<file path="config.mk">
export PLATFORM = sky130hd
export DESIGN_NAME = ilk_unit
export DESIGN_NICKNAME = d
export VERILOG_FILES = /design/src/rtl/ilk_pkg.sv /design/src/rtl/ilk_stage_qual.sv /design/src/rtl/ilk_src_resolve.sv /design/src/rtl/ilk_unit.sv
export SDC_FILE = /design/constraint.sdc
export NUM_CORES = 1
export LEC_CHECK = 0
export ABC_AREA = 1
export CAP_MARGIN = 20
export CORE_MARGIN = 2
export CORE_UTILIZATION = 36
export DETAILED_ROUTE_END_ITERATION = 12
export GPL_ROUTABILITY_DRIVEN = 0
export GPL_TIMING_DRIVEN = 0
export PLACE_DENSITY = 0.83
export SLEW_MARGIN = 10
export SYNTH_ARGS = -nofsm -noshare
export SYNTH_HDL_FRONTEND = slang
export SYNTH_SLANG_ARGS = --single-unit
</file>
<file path="constraint.sdc">
create_clock -name vclk -period 3
set_clock_uncertainty 0.05 [all_clocks]
set_input_delay 0.6 -clock vclk [all_inputs]
set_output_delay 0.6 -clock vclk [all_outputs]
set_load 0.005 [all_outputs]
</file>
<file path="src/rtl/ilk_pkg.sv">
package ilk_pkg;

  // Older stages that can forward into decode, youngest first:
  // index 0 = execute (first multiply step), index 1 = memory (second multiply step)
  localparam int ILK_STAGES = 2;
  localparam int SEL_W      = 2;

  typedef enum logic [SEL_W-1:0] {
    SEL_RF  = 2'd0,
    SEL_EX  = 2'd1,
    SEL_MEM = 2'd2
  } byp_sel_e;

endpackage

</file>
<file path="src/rtl/ilk_stage_qual.sv">
module ilk_stage_qual #(
  parameter int REG_W = 5
) (
  input  logic             stg_valid,
  input  logic             stg_wen,
  input  logic [REG_W-1:0] stg_rd,
  output logic             stg_live
);

  // A stage only counts as a producer when it is real, writes, and does
  // not target the hardwired zero register.
  always_comb begin
    stg_live = stg_valid & stg_wen & (stg_rd != '0);
  end

endmodule

</file>
<file path="src/rtl/ilk_src_resolve.sv">
module ilk_src_resolve
  import ilk_pkg::*;
#(
  parameter int REG_W  = 5,
  parameter int STAGES = ILK_STAGES
) (
  input  logic                          clk,
  input  logic                          rst_n,
  input  logic                          dec_valid,
  input  logic                          src_used,
  input  logic [REG_W-1:0]              src,
  input  logic [STAGES-1:0]             prod_live,
  input  logic [STAGES-1:0][REG_W-1:0]  prod_rd,
  input  logic                          young_late,
  output byp_sel_e                      sel,
  output logic                          need_stall
);

  logic [STAGES-1:0] hit;

  always_comb begin
    for (int k = 0; k < STAGES; k++) begin
      hit[k] = dec_valid & src_used & (src != '0) & prod_live[k] & (prod_rd[k] == src);
    end
  end

  // Walk from oldest to youngest so the youngest matching producer wins.
  always_comb begin
    sel = SEL_RF;
    for (int k = STAGES - 1; k >= 0; k--) begin
      if (hit[k]) begin
        sel = byp_sel_e'(SEL_W'(k + 1));
      end
    end
    need_stall = hit[0] & young_late;
  end

  // Youngest producer decides the source when it matches.
  assert_young_wins_R7: assert property (@(posedge clk) disable iff (!rst_n)
    (dec_valid && src_used && (src != '0) && prod_live[0] && (prod_rd[0] == src))
      |-> (sel == SEL_EX));

endmodule

</file>
<file path="src/rtl/ilk_unit.sv">
module ilk_unit
  import ilk_pkg::*;
#(
  parameter int REG_W = 5
) (
  input  logic             clk,
  input  logic             rst_n,
  input  logic             id_valid,
  input  logic [REG_W-1:0] id_rs1,
  input  logic [REG_W-1:0] id_rs2,
  input  logic             id_use_rs1,
  input  logic             id_use_rs2,
  input  logic             ex_valid,
  input  logic [REG_W-1:0] ex_rd,
  input  logic             ex_wen,
  input  logic             ex_is_load,
  input  logic             ex_is_mul,
  input  logic             mem_valid,
  input  logic [REG_W-1:0] mem_rd,
  input  logic             mem_wen,
  output logic             fetch_hold,
  output logic             decode_hold,
  output logic             ex_bubble,
  output logic [SEL_W-1:0] rs1_sel,
  output logic [SEL_W-1:0] rs2_sel
);

  localparam int NUM_SRC = 2;

  logic [ILK_STAGES-1:0]             stg_valid;
  logic [ILK_STAGES-1:0]             stg_wen;
  logic [ILK_STAGES-1:0][REG_W-1:0]  stg_rd;
  logic [ILK_STAGES-1:0]             stg_live;
  logic [NUM_SRC-1:0][REG_W-1:0]     src_num;
  logic [NUM_SRC-1:0]                src_use;
  byp_sel_e                          src_sel [NUM_SRC];
  logic [NUM_SRC-1:0]                src_stall;
  logic                              ex_late;
  logic                              stall;

  always_comb begin
    stg_valid = {mem_valid, ex_valid};
    stg_wen   = {mem_wen,   ex_wen};
    stg_rd    = {mem_rd,    ex_rd};
    src_num   = {id_rs2,    id_rs1};
    src_use   = {id_use_rs2, id_use_rs1};
    ex_late   = ex_is_load | ex_is_mul;
  end

  for (genvar g = 0; g < ILK_STAGES; g++) begin : g_stage
    ilk_stage_qual #(.REG_W(REG_W)) u_qual (
      .stg_valid (stg_valid[g]),
      .stg_wen   (stg_wen[g]),
      .stg_rd    (stg_rd[g]),
      .stg_live  (stg_live[g])
    );
  end

  for (genvar s = 0; s < NUM_SRC; s++) begin : g_src
    ilk_src_resolve #(.REG_W(REG_W), .STAGES(ILK_STAGES)) u_res (
      .clk        (clk),
      .rst_n      (rst_n),
      .dec_valid  (id_valid),
      .src_used   (src_use[s]),
      .src        (src_num[s]),
      .prod_live  (stg_live),
      .prod_rd    (stg_rd),
      .young_late (ex_late),
      .sel        (src_sel[s]),
      .need_stall (src_stall[s])
    );
  end

  always_comb begin
    stall       = |src_stall;
    fetch_hold  = stall;
    decode_hold = stall;
    ex_bubble   = stall;
    rs1_sel     = stall ? SEL_RF : src_sel[0];
    rs2_sel     = stall ? SEL_RF : src_sel[1];
  end

  // A hold is only ever caused by a late producer in execute.
  assert_hold_cause_R1: assert property (@(posedge clk) disable iff (!rst_n)
    decode_hold |-> (id_valid && ex_valid && ex_wen && (ex_is_load || ex_is_mul) && (ex_rd != '0)));

  assert_hold_sel_R8: assert property (@(posedge clk) disable iff (!rst_n)
    ex_bubble |-> ((rs1_sel == SEL_RF) && (rs2_sel == SEL_RF)));

  assert_zero_src_R3: assert property (@(posedge clk) disable iff (!rst_n)
    (id_rs1 == '0) |-> (rs1_sel == SEL_RF));

  assert_unused_src_R4: assert property (@(posedge clk) disable iff (!rst_n)
    (!id_use_rs1 && !id_use_rs2) |-> (!fetch_hold && (rs1_sel == SEL_RF) && (rs2_sel == SEL_RF)));

  assert_mem_path_R6: assert property (@(posedge clk) disable iff (!rst_n)
    (rs2_sel == SEL_MEM) |-> (mem_valid && mem_wen && (mem_rd == id_rs2)));

endmodule

</file>
==> flow_summary.ini, run 1 <==
[route]
via_count = 771
top_layer = met4
wirelength_met1_um = 688
drc = 0
wl_per_cell_um = 9.40
vias_per_cell = 4.64
wl_mm = 1.56
met2WireLength_um = 793
first_pass_iters = 4
wl_met3_um = 58
first_iter_violations = 13
ant_nets = 0

[synthesis]
syn_inst = 115
syn-cell-area_um2 = 514
synth_area_per_cell_um2 = 4.47
synth_fp_nets = 146
yosysWarnings = 0
yosysSeqAreaShare_pct = 0
ys_types = 15

[worst_setup_path]
path_class = in -> out
required_ps = 2350
worstPathMaxFanout = 5
arrival_ps = 2180
worst_setup_path_start_kind = input pin
end_kind = output pin

[pwr]
cellLeakagePower_uw = 0.000569
combPwrFrac_pct = 100.0
power.clock.fraction_pct = 0
power.switching_uw = 42.1
switching_share_pct = 46.5
max-vdd-ir-drop_mv = 0.0600
powerDensity_nw_per_um2 = 100
seqPwrFrac_pct = 0
power.internal_uw = 48.5

[cells_and_area]
fin_nets = 184
stdcell_count = 166
seq_area_um2 = 0
fill_cells = 118
final_common_cell = nand2_1
fin_util_pct = 68.7
nClkBuffers = 0
drive_above_1_share_pct = 7.28
layout_common_cells = nand2_1, inv_1, clkdlybuf4s50_1
seq_cells = 0
insertedDiodeCount = 0
area_delta_synth_final_pct = 75.9

[status]
status = complete, no violations

[global_routing]
antenna_found_initial = 0
grt_pass1_wl_mm = 2.70
grt_overflow = 0
grt_pass1_vias = 716
grt_usage_pct = 18.5
grt_max_degree = 6

[floorplanning]
die-width_um = 41.8
core_um2 = 1320
die_h_um = 41.8
ioPinCount = 38
die-area_um2 = 1750
num_rows = 13
start_util_pct = 39.0

[timing]
finalSetupViolCount = 0
finalCritPeriodShare_pct = 94.5
rsz0062_at_grt = no
maxSlewViolCount = 0
fin_crit_ps = 2830
holdWs_ps = 1780
final.setup.worst_slack_ps = 166
worstMarginPinSlew_ps = 207
hold_viol = 0
fmax_mhz = 353
relSlewSlack_pct = 86.2

[clocking]
hold_buffers = 0
cts_setup_buffers = 0

[hold_path]
hold_path.class = in -> out

[placement]
place_ws_ps = -48.7
placedCellCount = 166
portBuffers = 36
dpl.hpwl_mm = 1.43

[job]
drv_cap = 0
power by group through the flow:
stage	registers, uW	logic, uW	clock network (uW)
2_1_floorplan	0	41.0	0
3_3_place_gp	0	92.9	0
3_5_place_dp	0	95.4	0
4_1_cts	0	91.8	0
5_1_grt	0	102	0
6_report	0	90.5	0
metal layers:
metal / global-route usage, % / vias up
met4: 3.23 / 0
met3: 0.870 / 2
met2: 34.7 / 19
met1: 23.1 / 341
li1: - / 409
met5: 0 / -
cells in the mapped netlist:
cell type	instances	area, um^2
nand3_2	1	10.0
nor2_2	2	12.5
inv_2	2	7.51
o21ai_0	3	15.0
or2_2	2	12.5
o21bai_1	1	7.51
nand4_1	2	12.5
nand3_1	7	35.0
xnor2_1	5	43.8
buf_4	2	15.0
nor2_1	19	71.3
inv_1	21	78.8
nand2_1	45	169
xor2_1	2	17.5
nand2_2	1	6.26
worst paths after layout:
check | from | endpoint | cells after the start
worst min-delay path | id_rs2[3] | rs2_sel[1] | 9
worst max-delay path | id_valid | fetch_hold | 9
cells by family (layout without fill, tap and decap cells):
| logic type | count (synthesis) | in the layout | share of synthesized area [%] |
|---|---|---|---|
| and+or+nand+nor | 79 | 79 | 64.0 |
| buffers and inverters | 25 | 61 | 19.7 |
| xor gates and xnor gates | 7 | 7 | 11.9 |
| AOI/OAI and AO/OA | 4 | 4 | 4.38 |
cell type report:
| cell class | count | area (um^2) | share of cell area [%] |
|---|---|---|---|
| inverters | 23 | 86.3 | 9.54 |
| plain buffers | 2 | 15.0 | 1.66 |
| multi-input cells | 90 | 415 | 45.9 |
| well taps | 15 | 18.8 | 2.07 |
| repair buffers | 36 | 369 | 40.8 |
repair_timing:
action | 4_1_cts | 5_1_grt
gates resized for setup | 10 | 8
endpoints found under the setup margin | 2 | 6
pin swaps | 2 | 2
hold endpoints to repair | 0 | 0
gates cloned | 0 | 0
critical path: stages:
cell and delay [ps]:
clkdlybuf4s50_1 470, nand2_1 50, inv_1 50, nand2_1 80, nor2_2 130, nand3_2 90, nand2_2 110, buf_4 110
clkdlybuf4s50_1 500
stage by stage:
stage                     total power [uW]  area, um^2  setup TNS [ps]
final                                 90.5         905               0
after detailed placement              95.4         893           -93.5
after global placement                92.9         893           -55.5
after global routing                   102         905               0
after floorplan                       41.0         514               0
after CTS                             91.8         885               0
Note: power is estimated with default switching activity, not from simulation.
==> run 2: changes to the inputs <==
clock period = 3.05 ns   (was 3 ns; I/O delays follow)
==> run 2 against run 1 <==
- cell count is the same
- critical path depth is the same
- via count shrank 0.26%
- worst hold slack lost 2.1 ps
- core utilization grew 1.4 points
- design area grew 2.1%
- sequential share of layout area is the same
- die area is the same
- flip-flop and latch count is the same
- global-route usage grew 0.089 points
- combinational power is essentially flat
- largest cell class unchanged
==> flow_summary.ini, run 2 (synthesized netlist as in run 1, its figures left out) <==
[route]
wl_mm = 1.58
ant_nets = 0
first_iter_violations = 14
drc = 0
via_count = 769
wl_per_cell_um = 9.49
first_pass_iters = 4
vias_per_cell = 4.63

[placement]
portBuffers = 36
dpl.hpwl_mm = 1.43
placedCellCount = 166

[floorplanning]
die-width_um = 41.8
ioPinCount = 38
die_h_um = 41.8
num_rows = 13
die-area_um2 = 1750
start_util_pct = 39.0
core_um2 = 1320

[pwr]
powerDensity_nw_per_um2 = 98.2
combPwrFrac_pct = 100.0
power.internal_uw = 49.2
cellLeakagePower_uw = 0.000608
max-vdd-ir-drop_mv = 0.0594
power.clock.fraction_pct = 0
switching_share_pct = 45.8
seqPwrFrac_pct = 0
p_total_uw = 90.7
power.switching_uw = 41.5

[worst_setup_path]
end_kind = output pin
arrival_ps = 2190
cpMaxStageDelayCell = clkdlybuf4s50_1
path_class = in -> out
worst-path-stages = 9
worst_setup_path_start_kind = input pin
crit_path_end = fetch_hold
cpLargestDelayFamily = buffers and inverters
slowest_delay_ps = 500
worstPathMaxFanout = 5
crit_chain = clkdlybuf4s50_1, nand2_1, inv_1, nand2_1, nor2_2, nand3_2, nand2_2, buf_4, clkdlybuf4s50_1
required_ps = 2390
worstSetupStartpoint = id_valid
crit_buf_inv = 4

[cells_and_area]
seq_cells = 0
fill_cells = 112
multiInputGateArea_um2 = 415
final_common_cell = nand2_1
layout_common_cells = nand2_1, inv_1, clkdlybuf4s50_1
insertedDiodeCount = 0
drive_above_1_share_pct = 7.28
area_delta_synth_final_pct = 79.6
fin_nets = 184
stdcell_count = 166
seq_area_um2 = 0
nClkBuffers = 0
fin_util_pct = 70.1

[global_routing]
grt_usage_pct = 18.6
grt_pass1_vias = 720
grt_overflow = 0
grt_pass1_wl_mm = 2.72
grt_max_degree = 6
antenna_found_initial = 0

[status]
status = complete, no violations

[timing]
fmax_mhz = 350
hold_viol = 0
relSlewSlack_pct = 85.7
worstMarginPinSlew_ps = 215
finalSetupViolCount = 0
rsz0062_at_grt = no
holdWs_ps = 1780
finalCritPeriodShare_pct = 93.6
maxSlewViolCount = 0
fin_crit_ps = 2850

[job]
drv_cap = 0

[clocking]
cts_setup_buffers = 0

[hold_path]
hold_path.class = in -> out
## run 2: changes by cell type in the layout (fill, tap and decap cells not counted)
cell | before | now
dlymetal6s2s_1 | 8 | 13
dlygate4sd2_1 | 9 | 4
## run 2: metrics by stage
stage	TNS [ps]	worst slack, ps	instance area [um^2]
2_1_floorplan	0	1140	514
3_3_place_gp	0	1.64	893
3_5_place_dp	-33.5	-18.7	893
4_1_cts	0	7.16	888
5_1_grt	0	66.3	923
6_report	0	196	923
## run 2: layout make-up
cell class	count	area share [%]
Buffer	2	1.63
Inverter	23	9.35
Multi-Input combinational cell	90	45.0
Tap cell	15	2.03
Timing Repair Buffer	36	42.0
## run 2: worst min-delay path by stage
stage / from / end / depth (start not counted)
finish: id_rs2[4] / rs2_sel[1] / 7
global route: id_rs2[4] / rs2_sel[1] / 7
floorplan: ex_is_load / rs1_sel[0] / 2
global placement: ex_is_load / rs2_sel[0] / 4
detailed placement: ex_is_mul / rs2_sel[0] / 4
CTS: ex_rd[3] / rs2_sel[0] / 7
## run 2: repair_timing
action,in CTS,in global routing
endpoints found under the setup margin,2,6
hold buffers,0,0
resized for setup,4,14
pin swaps,2,2
## run 2: routing by layer
metal  vias up  track usage, %  share of wire (%)
li1        409               -                  -
met3         2           0.870                3.7
met5         -               0                  0
met4         0            3.23                1.3
met1       339            23.1                 45
met2        19            35.0                 50
## run 2: power by group through the flow
stage / combinational (uW) / clock [uW] / sequential (uW)
finish: 90.7 / 0 / 0
global route: 102 / 0 / 0
CTS: 92.3 / 0 / 0
detailed placement: 93.9 / 0 / 0
global placement: 91.3 / 0 / 0
floorplan: 40.3 / 0 / 0
